`src/rtl/i2c_watch_pkg.sv`:
```
package i2c_watch_pkg;
  typedef struct packed {
    logic scl;
    logic sda;
  } bus_lines_t;

  localparam int unsigned LINE_W = $bits(bus_lines_t);
  localparam bus_lines_t LINES_IDLE = '{scl: 1'b1, sda: 1'b1};
endpackage

```
`src/rtl/i2c_line_sync.sv`:
```
module i2c_line_sync #(
  parameter int unsigned W = 2,
  parameter int unsigned STAGES = 2,
  parameter logic [W-1:0] RST_VAL = '1
) (
  input  logic         clk,
  input  logic         rst,
  input  logic [W-1:0] raw,
  output logic [W-1:0] cur,
  output logic [W-1:0] prv
);
  localparam int unsigned DEPTH = STAGES + 1;

  logic [W-1:0] pipe [DEPTH];

  // stage 0 samples the pin; the extra last stage keeps one cycle of history
  generate
    for (genvar i = 0; i < DEPTH; i++) begin : g_stage
      if (i == 0) begin : g_first
        always_ff @(posedge clk) begin
          if (rst) pipe[i] <= RST_VAL;
          else     pipe[i] <= raw;
        end
      end else begin : g_next
        always_ff @(posedge clk) begin
          if (rst) pipe[i] <= RST_VAL;
          else     pipe[i] <= pipe[i-1];
        end
      end
    end
  endgenerate

  assign cur = pipe[STAGES-1];
  assign prv = pipe[STAGES];
endmodule

```
`src/rtl/i2c_cond_detect.sv`:
```
module i2c_cond_detect
  import i2c_watch_pkg::*;
(
  input  bus_lines_t cur,
  input  bus_lines_t prv,
  output logic       start_det,
  output logic       stop_det
);
  logic clk_high;

  always_comb begin
    clk_high  = cur.scl & prv.scl;
    start_det = clk_high & prv.sda & ~cur.sda;
    stop_det  = clk_high & ~prv.sda & cur.sda;
  end
endmodule

```
`src/rtl/i2c_bus_state.sv`:
```
module i2c_bus_state
  import i2c_watch_pkg::*;
(
  input  logic       clk,
  input  logic       rst,
  input  logic       en,
  input  logic       cfg_wr,
  input  logic       cfg_free_wdata,
  input  logic       stop_irq_en,
  input  logic       local_release,
  input  bus_lines_t cur,
  input  logic       start_det,
  input  logic       stop_det,
  output logic       start_pulse,
  output logic       stop_pulse,
  output logic       busy,
  output logic       stop_irq,
  output logic       participating
);
  logic cfg_free_q;
  logic en_q;
  logic en_rise;
  logic en_start;

  always_comb begin
    en_rise  = en & ~en_q;
    en_start = en_rise & cur.scl & ~cur.sda;
  end

  // configuration is only writable while the block is off
  always_ff @(posedge clk) begin
    if (rst)                cfg_free_q <= 1'b0;
    else if (cfg_wr && !en) cfg_free_q <= cfg_free_wdata;
  end

  always_ff @(posedge clk) begin
    if (rst) en_q <= 1'b0;
    else     en_q <= en;
  end

  always_ff @(posedge clk) begin
    if (rst || !en) begin
      start_pulse   <= 1'b0;
      stop_pulse    <= 1'b0;
      busy          <= 1'b0;
      stop_irq      <= 1'b0;
      participating <= 1'b0;
    end else if (en_rise) begin
      start_pulse   <= en_start;
      stop_pulse    <= 1'b0;
      busy          <= en_start | ~cfg_free_q;
      stop_irq      <= 1'b0;
      participating <= en_start;
    end else begin
      start_pulse <= start_det;
      stop_pulse  <= stop_det;
      stop_irq    <= stop_det & stop_irq_en;
      if (start_det)     busy <= 1'b1;
      else if (stop_det) busy <= 1'b0;
      if (start_det)                      participating <= 1'b1;
      else if (stop_det || local_release) participating <= 1'b0;
    end
  end
endmodule

```
`src/rtl/i2c_bus_watch.sv`:
```
module i2c_bus_watch
  import i2c_watch_pkg::*;
#(
  parameter int unsigned SYNC_STAGES = 2
) (
  input  logic clk,
  input  logic rst,
  input  logic scl_in,
  input  logic sda_in,
  input  logic en,
  input  logic cfg_wr,
  input  logic cfg_free_wdata,
  input  logic stop_irq_en,
  input  logic local_release,
  output logic start_pulse,
  output logic stop_pulse,
  output logic busy,
  output logic stop_irq,
  output logic participating
);
  bus_lines_t raw_lines;
  bus_lines_t cur_lines;
  bus_lines_t prv_lines;
  logic       start_det;
  logic       stop_det;

  assign raw_lines = '{scl: scl_in, sda: sda_in};

  i2c_line_sync #(
    .W      (LINE_W),
    .STAGES (SYNC_STAGES),
    .RST_VAL(LINES_IDLE)
  ) u_sync (
    .clk(clk),
    .rst(rst),
    .raw(raw_lines),
    .cur(cur_lines),
    .prv(prv_lines)
  );

  i2c_cond_detect u_det (
    .cur      (cur_lines),
    .prv      (prv_lines),
    .start_det(start_det),
    .stop_det (stop_det)
  );

  i2c_bus_state u_state (
    .clk           (clk),
    .rst           (rst),
    .en            (en),
    .cfg_wr        (cfg_wr),
    .cfg_free_wdata(cfg_free_wdata),
    .stop_irq_en   (stop_irq_en),
    .local_release (local_release),
    .cur           (cur_lines),
    .start_det     (start_det),
    .stop_det      (stop_det),
    .start_pulse   (start_pulse),
    .stop_pulse    (stop_pulse),
    .busy          (busy),
    .stop_irq      (stop_irq),
    .participating (participating)
  );
endmodule

```
`config.mk`:
```
export PLATFORM = sky130hd
export DESIGN_NAME = i2c_bus_watch
export DESIGN_NICKNAME = d
export VERILOG_FILES = /design/src/rtl/i2c_watch_pkg.sv /design/src/rtl/i2c_line_sync.sv /design/src/rtl/i2c_cond_detect.sv /design/src/rtl/i2c_bus_state.sv /design/src/rtl/i2c_bus_watch.sv
export SDC_FILE = /design/constraint.sdc
export NUM_CORES = 1
export LEC_CHECK = 0
export BUFFER_PORTS_ARGS = -buffer_cell sky130_fd_sc_hd__buf_4
export CORE_AREA = 5 5 42 44
export DETAILED_ROUTE_END_ITERATION = 8
export DIE_AREA = 0 0 47 49
export HOLD_SLACK_MARGIN = 0.03
export SKIP_CTS_REPAIR_TIMING = 1
export SYNTH_ARGS = -nofsm -noshare
export SYNTH_HDL_FRONTEND = slang
export SYNTH_HIERARCHICAL = 1
export SYNTH_SLANG_ARGS = --single-unit
```
`constraint.sdc`:
```
create_clock -name clk -period 1.4 [get_ports clk]
set_clock_uncertainty 0.1 [all_clocks]
set_input_delay 0.14 -clock clk [delete_from_list [all_inputs] [get_ports clk]]
set_output_delay 0.14 -clock clk [all_outputs]
set_load 0.1 [all_outputs]
```
### Yosys cells after proc, flatten, opt, wreduce, memory -nomap -nowiden

Memories as Yosys holds them, arrays and structs flattened.
Index checks and enable logic that the tools add are counted.

| word-level totals | value |
|---|---|
| bits in registers | 7 |
| memory bits (writable) | 6 |
| bits of input ports | 9 |
| output and inout bits | 5 |
| logic and storage cells | 45 |
| memories | 1 |

| cells by class | value |
|---|---|
| multiplexer cells | 13 |
| bitwise gates (word level) | 17 |
| reductions and logical operators | 7 |

Memory list:

| name | words | width | read ports | clocked after Yosys merged registers in | write ports | RTL line | source |
|---|---|---|---|---|---|---|---|
| u_sync.pipe | 3 | 2 | 3 | 0 | 3 | i2c_line_sync.sv:14 | `logic [W-1:0] pipe [DEPTH];` |

Operator list:

| kind | count |
|---|---|
| 1-bit two-way mux | 10 |
| 1-bit AND | 9 |
| 2-bit two-way mux | 3 |
| 3-bit nonzero test | 2 |
| 1-bit inverter | 4 |
| 1-bit OR | 4 |
| 1-bit logical OR | 2 |
| 2-bit OR reduction | 1 |
| 1-bit logical AND | 1 |
| 1-bit zero test | 1 |

### Depth between registers and ports, before layout

Gate-level depths: netlist of run 1.

| depth | value |
|---|---|
| depth in word-level cells | 7 |
| gate-level depth with buffers | 4 |
| depth with buffers taken out | 4 |

### By module

Netlist of run 1, hierarchy kept.

By module, submodules not included:

| module | times used | cells an instance | area an instance (sq um) | sequential area each (sq um) |
|---|---|---|---|---|
| i2c_bus_state | 1 | 24 | 266.5 | 140.1 |
| i2c_line_sync | 1 | 12 | 157.7 | 120.1 |
| i2c_cond_detect | 1 | 2 | 20.0 | 0.0 |

### Worst setup path after synthesis of run 1

OpenSTA, ideal clock, no wires.

| path | value |
|---|---|
| path type | register -> register |
| start point | reg u_state/busy (netlist name) |
| end point | reg u_state.busy |
| setup time | 0.095 ns |
| arrival time | 1.285 ns |
| data required time | 1.205 ns |
| setup slack | -0.081 ns |
| stages on the path, launching flop included | 3 |
| buffers on the path | 0 |
| period minus slack after synthesis | 1.481 ns |
| cells stage by stage | dfxtp_1 nand2b_1 a221oi_1 |

RTL lines:

| element | RTL line | source |
|---|---|---|
| end signal: assignment | i2c_bus_state.sv:51 | `busy <= en_start \| ~cfg_free_q;` |
| end: declaration | i2c_bus_state.sv:16 | `output logic busy,` |

### Worst setup path in the final report of run 1

| path | value |
|---|---|
| start point | in rst |
| end point | reg u_state.cfg_free_q |

RTL lines:

| element | RTL line | source |
|---|---|---|
| start: declaration | i2c_bus_watch.sv:7 | `input logic rst,` |
| end signal: assignment | i2c_bus_state.sv:33 | `else if (cfg_wr && !en) cfg_free_q <= cfg_free_wdata;` |
| end: declaration | i2c_bus_state.sv:20 | `logic cfg_free_q;` |

No word-level cell between the ends.

==> results of run 1 <==
## power groups by stage
stage | sequential (mW) | clock [mW] | combinational, mW
detailed placement | 0.400 | 0 | 0.0830
global route | 0.393 | 0.250 | 0.102
global placement | 0.401 | 0 | 0.0824
CTS | 0.392 | 0.233 | 0.0834
finish | 0.392 | 0.221 | 0.0951
floorplan | 0.427 | 0 | 0.0250
## worst max-delay path: cells and delay by family
family / cells / cell delay [ns]
buffers and inverters: 3 / 1.23
AND/OR/NAND/NOR: 1 / 0.09
## cell usage in the layout, fill, tap and decap left out
| cell type | synthesis | final |
|---|---|---|
| dfxtp_1 | 13 | 11 |
| a221oi_1 | 1 | 1 |
| nand2b_4 | 1 | 1 |
| clkbuf_1 | 0 | 1 |
| nand2b_1 | 1 | 1 |
| inv_2 | 1 | 1 |
| nor2b_2 | 1 | 1 |
| buf_4 | 0 | 13 |
| and2_1 | 1 | 1 |
| nand2_1 | 1 | 1 |
| nor3b_2 | 1 | 1 |
| clkbuf_4 | 0 | 3 |
| mux2i_1 | 2 | 2 |
| or2_1 | 6 | 6 |
| a211oi_1 | 1 | 1 |
| dlygate4sd3_1 | 0 | 6 |
| and3_4 | 1 | 1 |
| and4b_1 | 2 | 2 |
| nor2_1 | 3 | 3 |
| nor2b_1 | 2 | 2 |
| dfxtp_2 | 0 | 2 |
## path summary, 6_finish.rpt
path | start | to | slack, ns | cells after the start
max | rst | u_state/cfg_free_q$_SDFFE_PP0P_ | 0.06 | 4
min | local_release | u_state/participating$_SDFFE_PP0P_ | 0.03 | 4
max reg2reg | u_state/cfg_free_q$_SDFFE_PP0P_ | u_state/cfg_free_q$_SDFFE_PP0P_ | 0.17 | 3
min reg2reg | u_sync/pipe[0][1]$_SDFF_PP1_ | u_sync/pipe[1][1]$_SDFF_PP1_ | 0.31 | 1
## per-stage QoR
stage / setup WS, ns / total power, mW / std cells / util [%]
2_1_floorplan: 0.224 / 0.452 / 38 / -
6_report: 0.0593 / 0.707 / 77 / 46.4
5_1_grt: 0.0163 / 0.746 / 77 / 46.4
4_1_cts: 0.267 / 0.709 / 71 / 42.1
3_5_place_dp: 0.297 / 0.483 / 67 / 40.3
3_3_place_gp: 0.305 / 0.483 / 67 / 40.3
## cell families after synthesis
kind of cell           count (synthesis)  share of synthesized area, %
AND/OR/NAND/NOR                       20                          32.4
flip-flops                            13                          58.6
AO/OA/AOI/OAI                          2                          3.66
multiplexers                           2                          4.51
buffers and inverters                  1                         0.844
## cell type report
type	count	area [sq um]
fill	143	751
clock buffer	4	26.3
timing repair buffer	19	158
multi-input combinational	24	180
sequential	13	263
inverter	1	3.75
tap	16	20.0
## layer usage
metal	GRT usage, %	share of wire [%]	vias to the layer above	routed length, um
li1	-	-	172	-
met1	6.97	39	148	302
met5	0	0	-	0
met2	10.9	48	13	378
met3	5.54	13	0	101
met4	1.38	0	0	0
## registers in the layout, summed over array words and instances, names as in the netlist
name and cells:
u_sync/pipe 6, u_state/busy 1, u_state/cfg_free_q 1, u_state/en_q 1, u_state/participating 1, u_state/start_pulse 1
u_state/stop_irq 1, u_state/stop_pulse 1
==> impl_metrics.json, run 1 <==
{
  "largest_net_degree_at_the_start_of_global_routing": 9,
  "cpPeakStageDelay_ns": 0.54,
  "cts.clk_slew.worst_paths_ns": 0.07,
  "finalSetupViolations": 0,
  "floorplan.die_area_sq_mm": 0.00230,
  "cts.sinks": 13,
  "p_int_mw": 0.540,
  "drc": 0,
  "setup.worst_path.start_class": "input pin",
  "netlist_top_cells_count": "dfxtp_1, or2_1, nor2_1",
  "fmaxAchievable_ghz": 0.746,
  "maxSlewViolCount": 0,
  "root_buffer": "clkbuf_4",
  "critical_path_sink_type": "register",
  "vias": 333,
  "maxCapViolCount": 0,
  "timing.setup.tns_ns": 0,
  "drt_iter0_markers": 3,
  "crit_path_class": "in -> reg",
  "clock_tree.buffer_depth": 2,
  "synth_top_flop_cell": "dfxtp_1",
  "synth_top_cell_by_area": "dfxtp_1",
  "post_synth.cell_area_avg_sq_um": 11.7,
  "overflow": 0,
  "coreArea_sq_mm": 0.00140,
  "synth-edff-count": 0,
  "worstHoldPathType": "in -> reg",
  "routabilityCongestion": 0.623,
  "num_io_pins": 14,
  "wl_per_cell_um": 10.2,
  "synth.net_count": 47,
  "leakage_power_figure_nw": 0.288,
  "dpl_cell_area_sq_um": 564,
  "yosys.cell_count.top_type": "dfxtp_1",
  "critPathMaxFanout": 8,
  "antenna_cells_inserted": 0,
  "layout.cell_area.non_filler_sq_um": 651,
  "power_density_mw_per_mm2": 1090,
  "synth.top_cell.area_share_pct": 58.6,
  "switching_share_pct": 23.6,
  "tritoncts.num_buffers": 3,
  "worstPathRequired_ns": 1.51,
  "routed_wl_um": 782,
  "timing.critical_path.mode_cell": "dlygate4sd3_1",
  "mappedNetlistArea_sq_um": 444,
  "hold_ws_ns": 0.0317,
  "drt-pass1-iter-count": 2,
  "route.detailed.vias_per_inst": 4.32,
  "pwr-share-comb_pct": 13.4,
  "floorplan.initialDensity_pct": 31.7,
  "die_w_um": 47,
  "netlist_instances": 38,
  "worst_slew_slack_as_a_fraction_of_its_limit_pct": 81.5,
  "run_status": "finished clean",
  "setup_repair_after_global_routing_missed_its_margin": "no",
  "layout_cell_share_with_drive_strength_beyond_1_pct": 37.7,
  "die-height_um": 49,
  "first_global_vias": 316,
  "detail-route-antenna-nets": 0,
  "grt_usage_pct": 6.88,
  "grt_pass1_wl_um": 1140,
  "hold_viol_final": 0,
  "clock_power_share_pct": 31.2,
  "timing.final.crit_period_ns": 1.34,
  "max_slew.worst_pin.slew_ns": 0.280,
  "area_growth_pct": 46.5,
  "number_of_antenna_violations_at_the_first_check_in_global_routing": 0,
  "part_of_the_yosys_area_used_for_sequential_elements_pct": 58.6,
  "p_sw_mw": 0.167,
  "synthTopCellsByArea": "dfxtp_1, or2_1, and4b_1",
  "num-nets-final": 71,
  "netlist-cell-type-count": 16,
  "hpwlAfterDp_um": 521,
  "place.port_buffers": 13,
  "postSynthRegisterBits": 13,
  "pwr-share-seq_pct": 55.4,
  "cts_htree_levels": 1,
  "synth-async-reset-ratio_pct": 0,
  "cts_tree": "built",
  "synth.yosys.warnings": 6,
  "crit_arrival_ns": 1.46,
  "peakVddDrop_uv": 715,
  "clk_latency_ns": 0.27,
  "layout_worst_path_cycle_share_pct": 95.8,
  "crit_slowest_cell": "dlygate4sd3_1",
  "number_of_placement_rows": 14,
  "crit_chain": "dlygate4sd3_1 -> buf_4 -> nor2_1 -> dlygate4sd3_1"
}
Note: power is estimated with default switching activity, not from simulation.
==> inputs of run 2 (changes only) <==
--- a/config.mk
+++ b/config.mk
@@ -13,5 +13,4 @@
 export SKIP_CTS_REPAIR_TIMING = 1
 export SYNTH_ARGS = -nofsm -noshare
 export SYNTH_HDL_FRONTEND = slang
-export SYNTH_HIERARCHICAL = 1
 export SYNTH_SLANG_ARGS = --single-unit
==> impl_metrics.json, run 2 <==
{
  "use_met3_pct": 5.90,
  "crit_path_end": "u_state.cfg_free_q$_SDFFE_PP0P_",
  "netlist_top_cells_count": "dfxtp_1, or2_2, inv_1, nand2_1",
  "antenna_cells_inserted": 0,
  "cts_htree_levels": 1,
  "number_of_placement_rows": 14,
  "vias": 332,
  "routed_wl_um": 767,
  "report.power.total_mw": 0.691,
  "run_status": "finished clean",
  "cts.sinks": 13,
  "yosys.cell_count.top_type": "dfxtp_1",
  "area_growth_pct": 45.5,
  "critical_path_sink_type": "register",
  "hold_path.startpoint": "en",
  "drt_iter0_markers": 4,
  "cts_tree": "built",
  "dp_worst_setup_slack_ns": 0.365,
  "floorplan.die_area_sq_mm": 0.00230,
  "post_synth.cell_area_avg_sq_um": 11.6,
  "setup.worst_path.start": "rst",
  "clock_tree.buffer_depth": 2,
  "flop_to_flop_setup_slack_ns": 0.17,
  "postSynthRegisterBits": 13,
  "dp_cells": 66,
  "top_register": "u_sync.pipe",
  "worst_slew_slack_as_a_fraction_of_its_limit_pct": 81.6,
  "num-nets-final": 69,
  "drt-pass1-iter-count": 2,
  "grt_usage_pct": 6.95,
  "clk_latency_ns": 0.27,
  "mappedNetlistArea_sq_um": 429,
  "netlist_instances": 37,
  "drc": 0,
  "synth-async-reset-ratio_pct": 0,
  "busiest_layer": "met2",
  "hold_viol_final": 0,
  "p_int_mw": 0.534,
  "detail-route-antenna-nets": 0,
  "wl_per_cell_um": 10.2,
  "overflow": 0,
  "first_global_vias": 289,
  "number_of_antenna_violations_at_the_first_check_in_global_routing": 0,
  "synthTopCellsByArea": "dfxtp_1, or2_2, nand2b_4",
  "layout_cell_share_with_drive_strength_beyond_1_pct": 44.1,
  "groute.layer.met2.usage_pct": 9.95,
  "largest_net_degree_at_the_start_of_global_routing": 9,
  "synth.net_count": 46,
  "switching_share_pct": 22.8,
  "synth-edff-count": 0,
  "leakage_power_figure_nw": 0.276,
  "num_io_pins": 14,
  "commonest_non_fill_non_tap_cells_in_the_layout": "buf_4, dfxtp_1, or2_2, dlygate4sd3_1, clkbuf_4",
  "worstHoldPathType": "in -> reg",
  "setup.worst_path.start_class": "input pin",
  "crit_arrival_ns": 1.46,
  "worstPathRequired_ns": 1.52,
  "place.port_buffers": 13,
  "part_of_the_yosys_area_used_for_sequential_elements_pct": 60.6,
  "cts.clk_slew.worst_paths_ns": 0.07,
  "fmaxAchievable_ghz": 0.747,
  "synth.yosys.warnings": 0,
  "die_w_um": 47,
  "clock_power_share_pct": 32.1,
  "critPathMaxFanout": 8,
  "die-height_um": 49,
  "maxCapViolCount": 0,
  "root_buffer": "clkbuf_4",
  "reg2reg_depth": 3,
  "grt.met1_usage_pct": 7.85,
  "pwr-share-seq_pct": 56.1,
  "synth_top_cell_by_area": "dfxtp_1",
  "routabilityCongestion": 0.657,
  "finalSetupViolations": 0,
  "netlist-cell-type-count": 18,
  "timing.final.crit_period_ns": 1.34,
  "floorplan.initialDensity_pct": 30.6,
  "setup_ws_ns": 0.0607,
  "start_of_the_worst_register_to_register_path": "u_state.cfg_free_q$_SDFFE_PP0P_",
  "crit_path_class": "in -> reg",
  "pwr-share-comb_pct": 11.9,
  "maxSlewViolCount": 0,
  "p_sw_mw": 0.157,
  "hpwlAfterDp_um": 567,
  "worst_r2r_endpoint": "u_state.cfg_free_q$_SDFFE_PP0P_",
  "mostFrequentLayoutCell": "buf_4",
  "coreArea_sq_mm": 0.00140,
  "largest_reg_flops": 6,
  "layout.cells.non_filler": 75,
  "fillCellCount": 143,
  "grt_pass1_wl_um": 1120,
  "peakVddDrop_uv": 479,
  "power_density_mw_per_mm2": 1110,
  "timing.setup.tns_ns": 0,
  "setup_repair_after_global_routing_missed_its_margin": "no",
  "route.detailed.vias_per_inst": 4.43,
  "tritoncts.num_buffers": 3,
  "synth.top_cell.area_share_pct": 60.6,
  "max_slew.worst_pin.slew_ns": 0.279,
  "synth_top_flop_cell": "dfxtp_1",
  "layout_worst_path_cycle_share_pct": 95.7
}
run 2: worst min-delay path by stage:
| stage | endpoint | depth (start not counted) | slack (ns) |
|---|---|---|---|
| floorplan | u_state.cfg_free_q$_SDFFE_PP0P_ | 1 | 0.11 |
| global placement | u_sync.pipe[0][0]$_SDFF_PP1_ | 2 | 0.22 |
| detailed placement | u_sync.pipe[0][0]$_SDFF_PP1_ | 2 | 0.23 |
| CTS | u_sync.pipe[0][0]$_SDFF_PP1_ | 2 | -0.06 |
| global route | u_state.en_q$_SDFF_PP0_ | 3 | 0.05 |
| finish | u_state.en_q$_SDFF_PP0_ | 3 | 0.04 |
run 2: worst max-delay path, cell delays in order:
cell and delay, ns:
dlygate4sd3_1 0.53, buf_4 0.16, nor2_1 0.09, dlygate4sd3_1 0.54
run 2: metrics by stage:
step                area, sq um  hold WS [ns]  utilization, %
global route                624        0.0470            44.6
global placement            548         0.225            39.1
finish                      624        0.0384            44.6
detailed placement          548         0.229            39.1
floorplan                   430         0.112               -
CTS                         574       -0.0568            41.0
run 2: power groups by stage:
stage	Sequential [mW]	Clock (mW)	Combinational, mW
finish	0.387	0.222	0.0819
global route	0.389	0.254	0.0881
CTS	0.388	0.232	0.0721
detailed placement	0.396	0	0.0720
global placement	0.396	0	0.0709
floorplan	0.414	0	0.0245
run 2: cells by family after synthesis:
family,after synthesis,synth area share (%)
and+or+nand+nor,16,25.1
AOI/OAI and AO/OA,5,10.2
buffers and inverters,2,1.75
DFF,13,60.6
muxes,1,2.33
run 2: layout make-up:
cell class                 instances  area [sq um]  area share, %
tap                               16          20.0           3.21
clock buffer                       4          26.3           4.21
multi-input combinational         22           161           25.9
inverter                           2          7.51           1.20
sequential                        13           262           41.9
timing repair buffer              18           148           23.6
run 2: routing by layer:
layer,up-vias,part of all wire [%]
met5,-,0
met4,0,0
met3,0,12
met2,16,49
met1,149,39
li1,167,-
